--- src/rtl/hif_pkg.sv ---
package hif_pkg;
  typedef enum logic [1:0] {
    MODE_MON_ADDR = 2'b00,
    MODE_BC       = 2'b01,
    MODE_RT       = 2'b10,
    MODE_MON      = 2'b11
  } hif_mode_t;

  localparam int CTRL_MR_BIT  = 0;
  localparam int CTRL_BC_BIT  = 2;
  localparam int CTRL_RT_BIT  = 3;
  localparam int CTRL_RES_BIT = 6;
  localparam int CTRL_RA_LSB  = 7;

  localparam logic [3:0] RD_CTRL_ADDR = 4'b1100;
  localparam logic [3:0] RD_RXF_ADDR  = 4'b0100;
  localparam logic [2:0] WR_CMD1_LOW  = 3'b000;
  localparam logic [2:0] WR_CMD2_LOW  = 3'b001;
  localparam logic [2:0] WR_TXF_LOW   = 3'b010;
endpackage

--- src/rtl/hif_sync.sv ---
module hif_sync #(
  parameter int W = 8,
  parameter int STAGES = 2,
  parameter logic [W-1:0] RST_VAL = '0
) (
  input  logic         clk,
  input  logic         rst,
  input  logic [W-1:0] d,
  output logic [W-1:0] q
);
  logic [W-1:0] st [STAGES];

  for (genvar i = 0; i < STAGES; i++) begin : g_stage
    if (i == 0) begin : g_first
      always_ff @(posedge clk) begin
        if (rst) st[i] <= RST_VAL;
        else     st[i] <= d;
      end
    end else begin : g_next
      always_ff @(posedge clk) begin
        if (rst) st[i] <= RST_VAL;
        else     st[i] <= st[i-1];
      end
    end
  end

  assign q = st[STAGES-1];
endmodule

--- src/rtl/hif_decode.sv ---
module hif_decode
  import hif_pkg::*;
#(
  parameter int AW = 4
) (
  input  logic [AW-1:0] pin_addr,
  input  logic [AW-1:0] sw_addr,
  output logic [AW-1:0] eff_addr,
  output logic          wr_ctrl,
  output logic          wr_cmd1,
  output logic          wr_cmd2,
  output logic          wr_txf,
  output logic          rd_ctrl,
  output logic          rd_rxf
);
  always_comb begin
    eff_addr = pin_addr | sw_addr;
    wr_ctrl  = eff_addr[2];
    wr_cmd1  = !eff_addr[2] && (eff_addr[1:0] == WR_CMD1_LOW[1:0]);
    wr_cmd2  = !eff_addr[2] && (eff_addr[1:0] == WR_CMD2_LOW[1:0]);
    wr_txf   = !eff_addr[2] && (eff_addr[1:0] == WR_TXF_LOW[1:0]);
    rd_ctrl  = (eff_addr == RD_CTRL_ADDR);
    rd_rxf   = (eff_addr == RD_RXF_ADDR);
  end
endmodule

--- src/rtl/hif_frontend.sv ---
module hif_frontend
  import hif_pkg::*;
#(
  parameter int AW = 4,
  parameter int DW = 16,
  parameter int SYNC_STAGES = 2,
  parameter logic [DW-1:0] CTRL_RST = '0
) (
  input  logic          clk,
  input  logic          rst,
  input  logic          host_sel_n,
  input  logic          host_rnw,
  input  logic          host_stb,
  input  logic [AW-1:0] host_addr,
  input  logic [DW-1:0] host_din,
  output logic [DW-1:0] host_dout,
  output logic          host_doe,
  input  logic          pin_bc,
  input  logic          pin_rt,
  input  logic          pin_mr,
  input  logic [DW-1:0] rxf_data,
  input  logic          rxf_empty,
  output logic [DW-1:0] ctrl_o,
  output logic [1:0]    mode_o,
  output logic          mreset_o,
  output logic [DW-1:0] cmd1_o,
  output logic [DW-1:0] cmd2_o,
  output logic          tx_push_o,
  output logic [DW-1:0] tx_data_o,
  output logic          rx_pop_o,
  output logic          fifo_empty_o
);
  localparam int SW = 6 + AW + DW;
  localparam logic [SW-1:0] SYNC_RST = {3'b000, 3'b101, {AW{1'b0}}, {DW{1'b0}}};

  logic [SW-1:0] s_vec;
  logic          s_mr, s_rt, s_bc, s_sel_n, s_rnw, s_stb;
  logic [AW-1:0] s_addr;
  logic [DW-1:0] s_din;

  hif_sync #(.W(SW), .STAGES(SYNC_STAGES), .RST_VAL(SYNC_RST)) sync_i (
    .clk(clk), .rst(rst),
    .d({pin_mr, pin_rt, pin_bc, host_sel_n, host_rnw, host_stb, host_addr, host_din}),
    .q(s_vec)
  );
  assign {s_mr, s_rt, s_bc, s_sel_n, s_rnw, s_stb, s_addr, s_din} = s_vec;

  logic [DW-1:0] ctrl_q;
  logic          stb_d;
  logic          stb_rise, wr_ev, rd_ev, mres;
  logic [AW-1:0] eff_addr;
  logic          wr_ctrl, wr_cmd1, wr_cmd2, wr_txf, rd_ctrl, rd_rxf;
  logic [DW-1:0] ctrl_new;
  logic [1:0]    new_mode;

  hif_decode #(.AW(AW)) dec_i (
    .pin_addr(s_addr),
    .sw_addr(ctrl_q[CTRL_RA_LSB +: AW]),
    .eff_addr(eff_addr),
    .wr_ctrl(wr_ctrl), .wr_cmd1(wr_cmd1), .wr_cmd2(wr_cmd2), .wr_txf(wr_txf),
    .rd_ctrl(rd_ctrl), .rd_rxf(rd_rxf)
  );

  always_comb begin
    stb_rise = s_stb && !stb_d;
    wr_ev    = stb_rise && !s_sel_n && !s_rnw;
    rd_ev    = stb_rise && !s_sel_n && s_rnw;
    mres     = s_mr || ctrl_q[CTRL_MR_BIT];
    new_mode = {s_rt | s_din[CTRL_RT_BIT], s_bc | s_din[CTRL_BC_BIT]};
    ctrl_new = s_din;
    if (new_mode == MODE_BC) ctrl_new[CTRL_RES_BIT] = 1'b0;
  end

  always_ff @(posedge clk) begin
    if (rst) begin
      stb_d  <= 1'b1;
      ctrl_q <= CTRL_RST;
    end else begin
      stb_d <= s_stb;
      if (wr_ev && wr_ctrl) ctrl_q <= ctrl_new;
    end
  end
  assign ctrl_o = ctrl_q;

  always_ff @(posedge clk) begin
    if (rst || mres) begin
      cmd1_o <= '0;
      cmd2_o <= '0;
    end else begin
      if (wr_ev && wr_cmd1) cmd1_o <= s_din;
      if (wr_ev && wr_cmd2) cmd2_o <= s_din;
    end
  end

  always_ff @(posedge clk) begin
    if (rst) begin
      tx_push_o    <= 1'b0;
      tx_data_o    <= '0;
      rx_pop_o     <= 1'b0;
      host_doe     <= 1'b0;
      host_dout    <= '0;
      mode_o       <= MODE_MON_ADDR;
      mreset_o     <= 1'b0;
      fifo_empty_o <= 1'b1;
    end else begin
      tx_push_o <= wr_ev && wr_txf && !mres;
      if (wr_ev && wr_txf && !mres) tx_data_o <= s_din;
      rx_pop_o  <= rd_ev && rd_rxf && !mres;
      host_doe  <= !s_sel_n && s_rnw && !s_stb;
      if (!s_sel_n && s_rnw)
        host_dout <= rd_ctrl ? ctrl_q : (rd_rxf ? rxf_data : '0);
      else
        host_dout <= '0;
      mode_o       <= {s_rt | ctrl_q[CTRL_RT_BIT], s_bc | ctrl_q[CTRL_BC_BIT]};
      mreset_o     <= mres;
      fifo_empty_o <= rxf_empty;
    end
  end
endmodule

--- config.mk ---
export PLATFORM = sky130hd
export DESIGN_NAME = hif_frontend
export DESIGN_NICKNAME = d
export VERILOG_FILES = /design/src/rtl/hif_pkg.sv /design/src/rtl/hif_sync.sv /design/src/rtl/hif_decode.sv /design/src/rtl/hif_frontend.sv
export SDC_FILE = /design/constraint.sdc
export NUM_CORES = 1
export LEC_CHECK = 0
export ABC_CLOCK_PERIOD_IN_PS = 2690
export BUFFER_PORTS_ARGS = -buffer_cell sky130_fd_sc_hd__buf_2
export CAP_MARGIN = 30
export CORE_ASPECT_RATIO = 0.5
export CORE_MARGIN = 10
export CORE_UTILIZATION = 50
export CTS_CLUSTER_SIZE = 20
export DETAILED_ROUTE_END_ITERATION = 8
export GPL_TIMING_DRIVEN = 0
export PLACE_DENSITY = 0.77
export SLEW_MARGIN = 20
export SYNTH_ARGS = -nofsm -noshare
export SYNTH_HDL_FRONTEND = slang
export SYNTH_SLANG_ARGS = --single-unit
--- constraint.sdc ---
create_clock -name clk -period 2.69 [get_ports clk]
set_input_delay 0.4035 -clock clk [delete_from_list [all_inputs] [get_ports clk]]
set_output_delay 0.4035 -clock clk [all_outputs]
set_load 0.02 [all_outputs]
Yosys cells after proc, flatten, opt, wreduce, memory -nomap -nowiden
Memories as Yosys holds them, arrays and structs flattened. Cells that the tools add are included.

Flip-flop bits (word level): 88. Bits in writable memories: 52. Bits of input ports: 45. Output and inout port bits: 87. Memories kept: 1.

Eq/ne operators: 5. Multiplexer cells: 8. Bitwise operators: 8. Reductions and logical operators: 26.

Memory list: sync_i.st (words 2, bits a word 26, rd ports 2, clocked after Yosys merged registers in 0, write ports 2, line hif_sync.sv:11) `logic [W-1:0] st [STAGES];`.

Operators with widths (number): $mux W26 (2); $mux W16 (2); $logic_and A1 B1 Y1 (16); $logic_not A1 Y1 (6); $or A1 B1 Y1 (6); $eq A2 B1 Y1 const B (2); $eq A4 B3 Y1 const B (1); $eq A4 B4 Y1 const B (1); $mux W1 (4); $or A4 B4 Y4 (1); $eq A2 B2 Y1 const B (1); $logic_not A2 Y1 (1); $logic_or A1 B1 Y1 (2); $reduce_or A2 Y1 (1); $not A1 Y1 (1).

Depth between registers and ports, before layout
Gate-level depths: netlist of the first run.

Word-level depth: 6. Mapped depth: 6. Mapped depth without buffers: 3.

Hierarchy
From an unflattened synthesis of the first run, not the netlist that was laid out.

Cells, all modules: 469. Area, all modules: 4840.9 um2.

By module, submodules not included: hif_frontend (instances 1, cells each 347, area each 3353.2 um2); hif_sync (instances 1, cells each 109, area each 1393.8 um2); hif_decode (instances 1, cells each 13, area each 93.8 um2).

Worst setup path before layout of the first run
OpenSTA, ideal clock, no wires.

Kind: register to register. Start: reg stb_d. End: reg tx_data_o[10]. Setup time: 0.072 ns. Arrival: 1.888 ns. Required time: 2.618 ns. Slack: 0.730 ns. Stages on the path, launching flop included: 6. Cell sequence: dfxtp_1 > or4b_1 > buf_2 > nor4_4 > buf_6 > mux2i_1.

Word-level cells in the longest chain between the ends: 6.

RTL lines: start, declared (line hif_frontend.sv:49) `logic stb_d;`; start signal, assigned (line hif_frontend.sv:79) `stb_d <= s_stb;`; $logic_not A1 Y1 (line hif_frontend.sv:65) `stb_rise = s_stb && !stb_d;`; $logic_and A1 B1 Y1 (line hif_frontend.sv:65); $logic_and A1 B1 Y1 (2 in a row) (line hif_frontend.sv:66) `wr_ev = stb_rise && !s_sel_n && !s_rnw;`; $logic_and A1 B1 Y1 (2 in a row) (line hif_frontend.sv:107) `if (wr_ev && wr_txf && !mres) tx_data_o <= s_din;`; end signal, assigned (line hif_frontend.sv:107); end, declared (line hif_frontend.sv:29) `output logic [DW-1:0] tx_data_o,`.

Every way passes these cells. A chain may end at the register's enable or synchronous reset.

Final worst setup path of the first run
Same ends and word-level chain as after synthesis.

==> results of run 1 <==
-- power breakdown --
group          internal (mW)  total, mW  leakage [nW]  switching [mW]
registers               2.11       2.14          1.14          0.0258
logic                 0.0681      0.157          1.30          0.0884
clock network           1.40       2.32         0.288           0.914
total                   3.59       4.61          2.73            1.03
-- worst max-delay path, stage by stage (launching register included) --
cell	delay, ps
dfxtp_1	330
or4b_1	510
buf_2	190
nor4_4	690
buf_6	260
mux2i_1	240
-- placed cells by master (no fill, tap or decap), types with 4 or more instances in the layout --
master and count:
a21oi_1 30, buf_2 134, clkbuf_1 26, clkbuf_16 17, clkinv_4 5, dfxtp_1 140, inv_6 4, mux2i_1 48
nand2_1 72, nand2b_1 32, nand3_1 16, nor2_1 14, nor2b_1 49, o21ai_0 15, or2_2 9
-- final cells by class --
class / count / area (sq um)
inverter: 2 / 7.51
tap: 121 / 151
clock buffer: 18 / 439
buffer: 31 / 129
sequential: 140 / 2800
clock inverter: 14 / 159
timing repair buffer: 130 / 651
fill: 765 / 3190
multi-input combinational: 303 / 1820
-- metal layers --
| metal | share of wire, % | wire, um | track usage, % |
|---|---|---|---|
| met1 | 43 | 5340 | 22.0 |
| met2 | 47 | 5840 | 28.6 |
| met3 | 7.9 | 977 | 6.82 |
| met4 | 1.7 | 215 | 7.44 |
| met5 | 0 | 0 | 0 |
-- per-stage QoR --
| step | instance area [sq um] | total power [mW] |
|---|---|---|
| final | 6160 | 4.61 |
| after global routing | 6160 | 4.78 |
| after CTS | 6160 | 4.64 |
| after detailed placement | 5570 | 2.34 |
| after global placement | 5570 | 2.34 |
| after floorplan | 4760 | 2.27 |
-- worst max-delay path by stage --
stage                               end  slack [ps]  depth (start not counted)   from
after floorplan           tx_data_o[10]         730                          5  stb_d
after global routing         cmd2_o[12]         160                          4  stb_d
final                     tx_data_o[10]         380                          5  stb_d
after CTS                 tx_data_o[10]         360                          5  stb_d
after detailed placement      cmd1_o[9]         290                          6    rst
after global placement        cmd1_o[9]         350                          6    rst
-- logic make-up after synthesis --
group                  synth area share (%)
muxes                                  10.1
buffers and inverters                  2.86
DFF                                    58.8
and+or+nand+nor                        23.0
AOI/OAI and AO/OA                      5.23
-- registers in the layout (all words and copies together) (netlist names) --
signal and cells:
ctrl_o 16, rx_pop_o 1, fifo_empty_o 1, cmd1_o 16, mode_o 2, sync_i.st 52, host_doe 1, cmd2_o 16
host_dout 16, stb_d 1, tx_push_o 1, mreset_o 1, tx_data_o 16
==> impl_metrics.csv, run 1 <==
group,metric,value,unit
outcome,status,"finished clean",
worst_setup_path,rr_endpoint,"tx_data_o[10]",
die,initial_core_util,50.9,%
worst_setup_path,cp.required,3020,ps
place,io_buffers,130,
sta,whs,165,ps
synthesis,synth_cells,476,
synthesis,netlist.area_leader.share,58.8,%
min_path,hold_depth,2,
clock_network,postCtsSetupRepairBufs,0,
detailed_routing,drt_pass1_iterations,4,
run,maxCapViolations,0,
worst_setup_path,worstSetupPathType,"reg2reg",
clock_network,clk_pin_slew,60,ps
clock_network,ctsResizeCount,0,
clock_network,cts_made_buffers,17,
worst_setup_path,reg2reg_from,"stb_d",
pwr,peakVddDrop,0.526,mV
worst_setup_path,arrival,2640,ps
min_path,hold_end,"sync_i.st[0][22]",
synthesis,netlist_area,4760,sq um
cells_and_area,nets,670,
clock_network,cts_root_buf,"clkbuf_16",
cells_and_area,finish.utilization,65.9,%
synthesis,synthesis.nets,521,
clock_network,numClockSinks,140,
sta,skew,5.72,ps
worst_setup_path,start_kind,"flop",
place,placed_cells,727,
sta,max-slew-margin-rel,43.6,%
sta,finalWorstSetupSlack,385,ps
cells_and_area,finalNonFillerCells,759,
detailed_routing,wl,12.4,mm
synthesis,yosysUniqueCellTypes,26,
die,die_area,14100,sq um
synthesis,ys.flop_type,"dfxtp_1",
sta,worst_slew_pin_slew,843,ps
die,core,9350,sq um
die,row_count,25,
synthesis,synth-seq-cells,140,
worst_setup_path,reg2reg_depth,5,
detailed_routing,postRouteAntennaNets,0,
clock_network,htreeDepth,4,
pwr,power.density,749,nW/um^2
die,dieWidth,158,um
sta,period_needed,2310,ps
synthesis,synth_most_common_cell,"dfxtp_1",
global_route,antenna_found_initial,0,
sta,drv_slew,0,
detailed_routing,drt_iter0_markers,222,
global_route,groute.usage.overall,18.1,%
clock_network,clk_latency,420,ps
min_path,hp-class,"in2reg",
cells_and_area,layout-area-overhead-vs-synth,29.4,%
sta,final.period_utilization,85.7,%
clock_network,clk_path_buf_depth,2,
detailed_routing,route.detailed.drc,0,
detailed_routing,routed-via-count,3772,
clock_network,tritoncts,"done",
synthesis,yosysTopAreaCell,"dfxtp_1",
die,ios,132,
sta,clock.fmax,434,MHz
synthesis,syn_area_per_cell,10.0,sq um
global_route,grt_max_degree,17,
global_route,grt_pass1_wl,19.4,mm
detailed_routing,vias_per_cell,4.97,
global_route,grt-ovfl-total,0,
sta,rsz0062_at_grt,"false",
synthesis,synth.area.top_cells,"dfxtp_1 59%, mux2i_1 10%, nor2b_1 6.4%",
pwr,leakagePower,2.73,nW
synthesis,synth-edff-count,0,
global_route,grt_pass1_vias,3793,
synthesis,synthTopCellsByCount,"140 x dfxtp_1, 72 x nand2_1, 49 x nor2b_1",
sta,hold_viol,0,
sta,setup_viol,0,
worst_setup_path,cp-end-kind,"flop",
sta,final.setup.tns,0,ps
cells_and_area,antenna_cells,0,
place,pre_cts_ws,294,ps
synthesis,ys_warn_count,0,
clock_network,holdBufCountCts,0,
synthesis,synthArstFlopShare,0,%
place,dp_hpwl,9.13,mm
min_path,hp-start,"host_sel_n",
cells_and_area,drive_gt1_share,28.1,%
worst_setup_path,crit_path_max_fanout,10,
synthesis,ys_seq_area_share,58.8,%
place,routabilityCongestion,0.896,
detailed_routing,wl_per_cell,16.3,um
die,die_h,89.0,um
worst_setup_path,reg2reg_setup_slack,380,ps
Power figures use the tool's default switching activity.
==> inputs of run 2 (changes only) <==
--- a/config.mk
+++ b/config.mk
@@ -6,8 +6,8 @@
 export NUM_CORES = 1
 export LEC_CHECK = 0
 export ABC_CLOCK_PERIOD_IN_PS = 2690
-export BUFFER_PORTS_ARGS = -buffer_cell sky130_fd_sc_hd__buf_2
-export CAP_MARGIN = 30
+export BUFFER_PORTS_ARGS = -buffer_cell sky130_fd_sc_hd__clkbuf_2
+export CAP_MARGIN = 40
 export CORE_ASPECT_RATIO = 0.5
 export CORE_MARGIN = 10
 export CORE_UTILIZATION = 50
==> impl_metrics.csv, run 2 (synthesis gave the netlist of run 1 again) <==
group,metric,value,unit
outcome,status,"finished clean",
detailed_routing,routed-wl-met3,995,um
clock_network,clk_pin_slew,60,ps
place,dp_hpwl,9.28,mm
pwr,power.density,758,nW/um^2
sta,skew,6.03,ps
sta,rsz0062_at_grt,"false",
worst_setup_path,critPathSlowestCell,"nor4_4",
sta,max-slew-margin-rel,48.6,%
clock_network,ctsResizeCount,0,
die,dieWidth,158,um
worst_setup_path,arrival,2610,ps
cells_and_area,drive_gt1_share,28.0,%
cells_and_area,top_register,"sync_i.st",
worst_setup_path,critPathBufInv,2,
place,io_buffers,130,
die,row_count,25,
cells_and_area,layout-area-overhead-vs-synth,29.8,%
clock_network,cts_made_buffers,17,
detailed_routing,wl_per_cell,16.5,um
cells_and_area,final_common_cell,"dfxtp_1",
detailed_routing,postRouteAntennaNets,0,
detailed_routing,drt_pass1_iterations,5,
sta,period_needed,2270,ps
clock_network,postCtsSetupRepairBufs,0,
die,die_h,89.0,um
min_path,hp-class,"in2reg",
worst_setup_path,worstSetupPathType,"reg2reg",
clock_network,holdBufCountCts,0,
sta,final.setup.tns,0,ps
run,maxCapViolations,0,
worst_setup_path,critical_path.top_delay_family,"simple AND/OR/NAND/NOR gates",
die,core,9350,sq um
clock_network,cts_root_buf,"clkbuf_16",
global_route,grt_max_degree,17,
pwr,leakagePower,2.66,nW
detailed_routing,drt_iter0_markers,262,
sta,final.period_utilization,84.3,%
worst_setup_path,cp.required,3030,ps
sta,setup_viol,0,
worst_setup_path,crit_path_max_fanout,10,
global_route,antenna_found_initial,0,
place,placed_cells,727,
cells_and_area,nets,671,
detailed_routing,wl_met2,5.91,mm
cells_and_area,fin_area,6180,sq um
die,ios,132,
worst_setup_path,start_kind,"flop",
detailed_routing,vias_per_cell,4.94,
global_route,grt_pass1_wl,19.1,mm
detailed_routing,wl,12.6,mm
clock_network,clk_latency,420,ps
die,initial_core_util,50.9,%
worst_setup_path,slowest_delay,690,ps
detailed_routing,routed-via-count,3757,
clock_network,tritoncts,"done",
worst_setup_path,path_cells,"or4b_1, buf_2, nor4_4, buf_6, mux2i_1",
pwr,peakVddDrop,0.555,mV
detailed_routing,met1_length,5.42,mm
clock_network,htreeDepth,4,
global_route,grt_pass1_vias,3813,
cells_and_area,layout_common_cells,"140 x dfxtp_1, 130 x clkbuf_2, 72 x nand2_1",
sta,drv_slew,0,
place,postPlaceCellArea,5570,sq um
cells_and_area,finalNonFillerCells,760,
sta,worst_slew_pin_slew,764,ps
cells_and_area,largest_reg_flops,52,
worst_setup_path,cp-end-kind,"flop",
detailed_routing,highest_layer,"met4",
cells_and_area,antenna_cells,0,
global_route,grt-ovfl-total,0,
global_route,groute.usage.overall,17.9,%
detailed_routing,route.detailed.drc,0,
sta,hold_viol,0,
pwr,power.total,4.69,mW
cells_and_area,nFillCells,744,
clock_network,clk_path_buf_depth,2,
place,routabilityCongestion,0.896,
sta,clock.fmax,441,MHz
clock_network,numClockSinks,140,
die,die_area,14100,sq um
-- run 2: changes by cell type in the layout (fill, tap and decap cells not counted), sizes merged --
cell,before,now
buf,135,6
clkinv,6,4
clkbuf,44,174
bufinv,2,3
clkinvlp,2,3
-- run 2: report_power, final --
group	switching, mW	internal, mW	leakage, nW
combinational	0.0886	0.0683	1.23
sequential	0.0259	2.11	1.14
clock	0.917	1.48	0.290
total	1.03	3.66	2.66
-- run 2: worst paths after layout --
path,from,end,slack [ps],depth (start not counted)
setup / recovery,stb_d,tx_data_o[12],420,5
setup reg to reg,stb_d,tx_data_o[12],420,5
hold / removal,rxf_empty,fifo_empty_o,160,2
hold reg to reg,sync_i.st[0][22],sync_i.st[1][22],410,1
-- run 2: layout make-up --
class,count,area [sq um],share of cell area (%)
multi-input cells,303,1820,29.5
repair buffers,131,656,10.6
plain buffers,31,129,2.08
well taps,121,151,2.45
flip-flops and latches,140,2800,45.3
clock inverters,14,185,2.99
inverters,2,7.51,0.121
clock buffers,18,429,6.94
-- run 2: per-layer routing --
metal | global-route usage (%) | up-vias
li1 | - | 1864
met1 | 21.1 | 1757
met2 | 28.9 | 118
met3 | 7.59 | 18
met4 | 6.77 | 0
met5 | 0 | -
-- run 2: per-stage QoR --
| stage | util [%] | hold WS (ps) | setup slack (ps) |
|---|---|---|---|
| 2_1_floorplan | - | 389 | 730 |
| 3_3_place_gp | 59.5 | 393 | 352 |
| 3_5_place_dp | 59.5 | 395 | 265 |
| 4_1_cts | 66.1 | 150 | 374 |
| 5_1_grt | 66.1 | 152 | 281 |
| 6_report | 66.1 | 161 | 422 |
==> inputs of run 3 (changes only) <==
--- a/config.mk
+++ b/config.mk
@@ -5,7 +5,8 @@
 export SDC_FILE = /design/constraint.sdc
 export NUM_CORES = 1
 export LEC_CHECK = 0
-export ABC_CLOCK_PERIOD_IN_PS = 2690
+export ABC_AREA = 1
+export ABC_CLOCK_PERIOD_IN_PS = 2100
 export BUFFER_PORTS_ARGS = -buffer_cell sky130_fd_sc_hd__clkbuf_2
 export CAP_MARGIN = 40
 export CORE_ASPECT_RATIO = 0.5
@@ -14,7 +15,7 @@
 export CTS_CLUSTER_SIZE = 20
 export DETAILED_ROUTE_END_ITERATION = 8
 export GPL_TIMING_DRIVEN = 0
-export PLACE_DENSITY = 0.77
+export PLACE_DENSITY = 0.76
 export SLEW_MARGIN = 20
 export SYNTH_ARGS = -nofsm -noshare
 export SYNTH_HDL_FRONTEND = slang
==> constraint.sdc (replaced) <==
create_clock -name clk -period 2.1 [get_ports clk]
set_input_delay 0.315 -clock clk [delete_from_list [all_inputs] [get_ports clk]]
set_output_delay 0.315 -clock clk [all_outputs]
set_load 0.02 [all_outputs]
==> impl_metrics.csv, run 3 <==
group,metric,value,unit
outcome,status,"finished clean",
synthesis,synth_compound_gate_area_share,3.17,%
cells_and_area,drive_gt1_share,26.0,%
synthesis,synthMuxAreaShare,0,%
synthesis,synthTopCellsByCount,"169 x nor2_1, 140 x dfxtp_1, 92 x nand3_1",
global_route,antenna_found_initial,0,
die,dieWidth,162,um
worst_setup_path,cp-end-kind,"flop",
synthesis,yosysUniqueCellTypes,22,
detailed_routing,wl_per_cell,14.9,um
clock_network,clk_latency,410,ps
worst_setup_path,start_kind,"flop",
synthesis,syn_area_per_cell,7.85,sq um
global_route,grt_max_degree,17,
sta,clock.fmax,613,MHz
pwr,power_switching,1.31,mW
sta,final.period_utilization,77.7,%
sta,final.setup.tns,0,ps
sta,skew,6.82,ps
cells_and_area,layout_common_cells,"169 x nor2_1, 140 x dfxtp_1, 130 x clkbuf_2",
pwr,power.total,6.12,mW
cells_and_area,finish.utilization,67.4,%
synthesis,synth_xor_area_share,0,%
synthesis,ys_warn_count,0,
synthesis,ys.flop_type,"dfxtp_1",
cells_and_area,largest_reg_flops,52,
synthesis,synth-edff-count,0,
cells_and_area,antenna_cells,0,
global_route,grt_pass1_vias,4288,
sta,rsz0062_at_grt,"false",
synthesis,synth_cells,644,
pwr,leakagePower,3.03,nW
detailed_routing,wl,14.0,mm
run,maxCapViolations,0,
worst_setup_path,arrival,1930,ps
sta,hold_viol,0,
global_route,grt-ovfl-total,0,
clock_network,clk_pin_slew,60,ps
pwr,p_clk_share,50.5,%
pwr,combPwrFrac,4.9,%
worst_setup_path,crit_path_max_fanout,10,
detailed_routing,vias_per_cell,4.74,
cells_and_area,nets,838,
min_path,hp-class,"in2reg",
clock_network,tritoncts,"done",
synthesis,synthArstFlopShare,0,%
sta,max-slew-margin-rel,67.4,%
global_route,groute.usage.overall,19.1,%
cells_and_area,final_common_cell,"nor2_1",
pwr,intPower,4.81,mW
synthesis,netlist_area,5060,sq um
clock_network,cts_root_buf,"clkbuf_16",
sta,worst_slew_pin_slew,489,ps
global_route,grt_pass1_wl,22.3,mm
place,dp_hpwl,10.5,mm
worst_setup_path,worstSetupPathType,"reg2reg",
synthesis,synthesis.nets,689,
clock_network,cts_made_buffers,17,
synthesis,yosysTopAreaCell,"dfxtp_1",
place,placed_cells,909,
sta,setup_viol,0,
synthesis,synth-seq-cells,140,
synthesis,synthAdderAreaFrac,0,%
cells_and_area,top_register,"sync_i.st",
global_route,grt_use_met1,24.1,%
worst_setup_path,slowest_delay,390,ps
worst_setup_path,path_cells,"nor2_1, nand2_1, nor2_4, buf_6, nand3_1, nand2_1, nor2_1",
detailed_routing,postRouteAntennaNets,0,
synthesis,synth.area.top_cells,"dfxtp_1 55%, nor2_1 13%, nand3_1 9.1%",
die,ios,132,
global_route,grt_util_met2,28.9,%
clock_network,htreeDepth,4,
synthesis,synth_most_common_cell,"nor2_1",
cells_and_area,finalNonFillerCells,939,
die,die_h,91.1,um
pwr,peakVddDrop,0.631,mV
place,postPlaceCellArea,5880,sq um
worst_setup_path,cp.required,2400,ps
die,die_area,14800,sq um
clock_network,postCtsSetupRepairBufs,0,
synthesis,ys_seq_area_share,55.4,%
pwr,power.density,944,nW/um^2
cells_and_area,layout-area-overhead-vs-synth,28.3,%
clock_network,numClockSinks,140,
global_route,busiest_layer,"met2",
clock_network,clk_path_buf_depth,2,
die,initial_core_util,52.5,%
sta,period_needed,1630,ps
pwr,seqPwrFrac,44.6,%
detailed_routing,drt_iter0_markers,277,
clock_network,ctsResizeCount,0,
detailed_routing,route.detailed.drc,0,
synthesis,synth-simple-area-share,31.3,%
place,routabilityCongestion,0.926,
place,io_buffers,130,
clock_network,holdBufCountCts,0,
synthesis,synth_top_family_by_area,"simple AND/OR/NAND/NOR gates",
sta,drv_slew,0,
detailed_routing,routed-via-count,4451,
die,core,9630,sq um
detailed_routing,drt_pass1_iterations,5,
worst_setup_path,critPathSlowestCell,"dfxtp_1",
cells_and_area,fin_area,6490,sq um
pwr,switching_share,21.4,%
global_route,grtUsageMet3,7.70,%
cells_and_area,nFillCells,868,
synthesis,netlist.area_leader.share,55.4,%
die,row_count,25,
-- run 3: cell count changes after synthesis, moves of 18 or more --
cell / delta
nor2_1: +155
nand3_1: +76
inv_1: +70
nor2b_1: -49
mux2i_1: -48
nand2b_1: -32
clkbuf_1: -18
-- run 3: per-layer routing --
metal / vias to the layer above / share of wire [%] / wire length (um)
met5: - / 0 / 0
li1: 2285 / - / -
met4: 0 / 1.9 / 271
met3: 22 / 11 / 1510
met1: 1955 / 45 / 6320
met2: 189 / 42 / 5920
-- run 3: final cells by class --
| cell class | instances | area, sq um | share of cell area, % |
|---|---|---|---|
| multi-input cells | 391 | 1740 | 26.9 |
| clock inverters | 11 | 170 | 2.62 |
| clock buffers | 19 | 443 | 6.83 |
| flip-flops and latches | 140 | 2800 | 43.2 |
| well taps | 135 | 169 | 2.60 |
| repair buffers | 130 | 651 | 10.0 |
| plain buffers | 35 | 216 | 3.34 |
| inverters | 78 | 293 | 4.51 |
-- run 3: power by group through the flow --
stage	sequential (mW)	combinational [mW]	clock, mW
5_1_grt	2.73	0.336	3.26
3_5_place_dp	2.79	0.293	0
6_report	2.73	0.300	3.10
3_3_place_gp	2.78	0.290	0
2_1_floorplan	2.79	0.184	0
4_1_cts	2.73	0.298	3.13
-- run 3: path summary, 6_finish.rpt --
kind | from | end | slack (ps) | depth (start not counted)
setup / recovery | ctrl_o[0] | tx_data_o[4] | 470 | 7
hold / removal | host_din[2] | sync_i.st[0][2] | 90 | 3
setup reg to reg | ctrl_o[0] | tx_data_o[4] | 470 | 7
hold reg to reg | sync_i.st[0][1] | sync_i.st[1][1] | 400 | 2
-- run 3: cell families (layout without fill, tap and decap cells) --
family          count (synthesis)  after routing
simple gates                  359            359
flops                         140            140
buf+inv                       113            273
compound gates                 32             32
-- run 3: worst max-delay path, delay by kind of cell, from the launching register on --
kind / cells / cell delay [ps]
buf+inv: 1 / 170
flops: 1 / 390
simple gates: 6 / 960
-- run 3: through the flow --
| step | hold WS, ps | worst slack (ps) |
|---|---|---|
| 2_1_floorplan | 388 | 806 |
| 3_3_place_gp | 391 | 543 |
| 3_5_place_dp | 395 | 549 |
| 4_1_cts | 77.5 | 529 |
| 5_1_grt | 85.5 | 392 |
| 6_report | 85.1 | 468 |
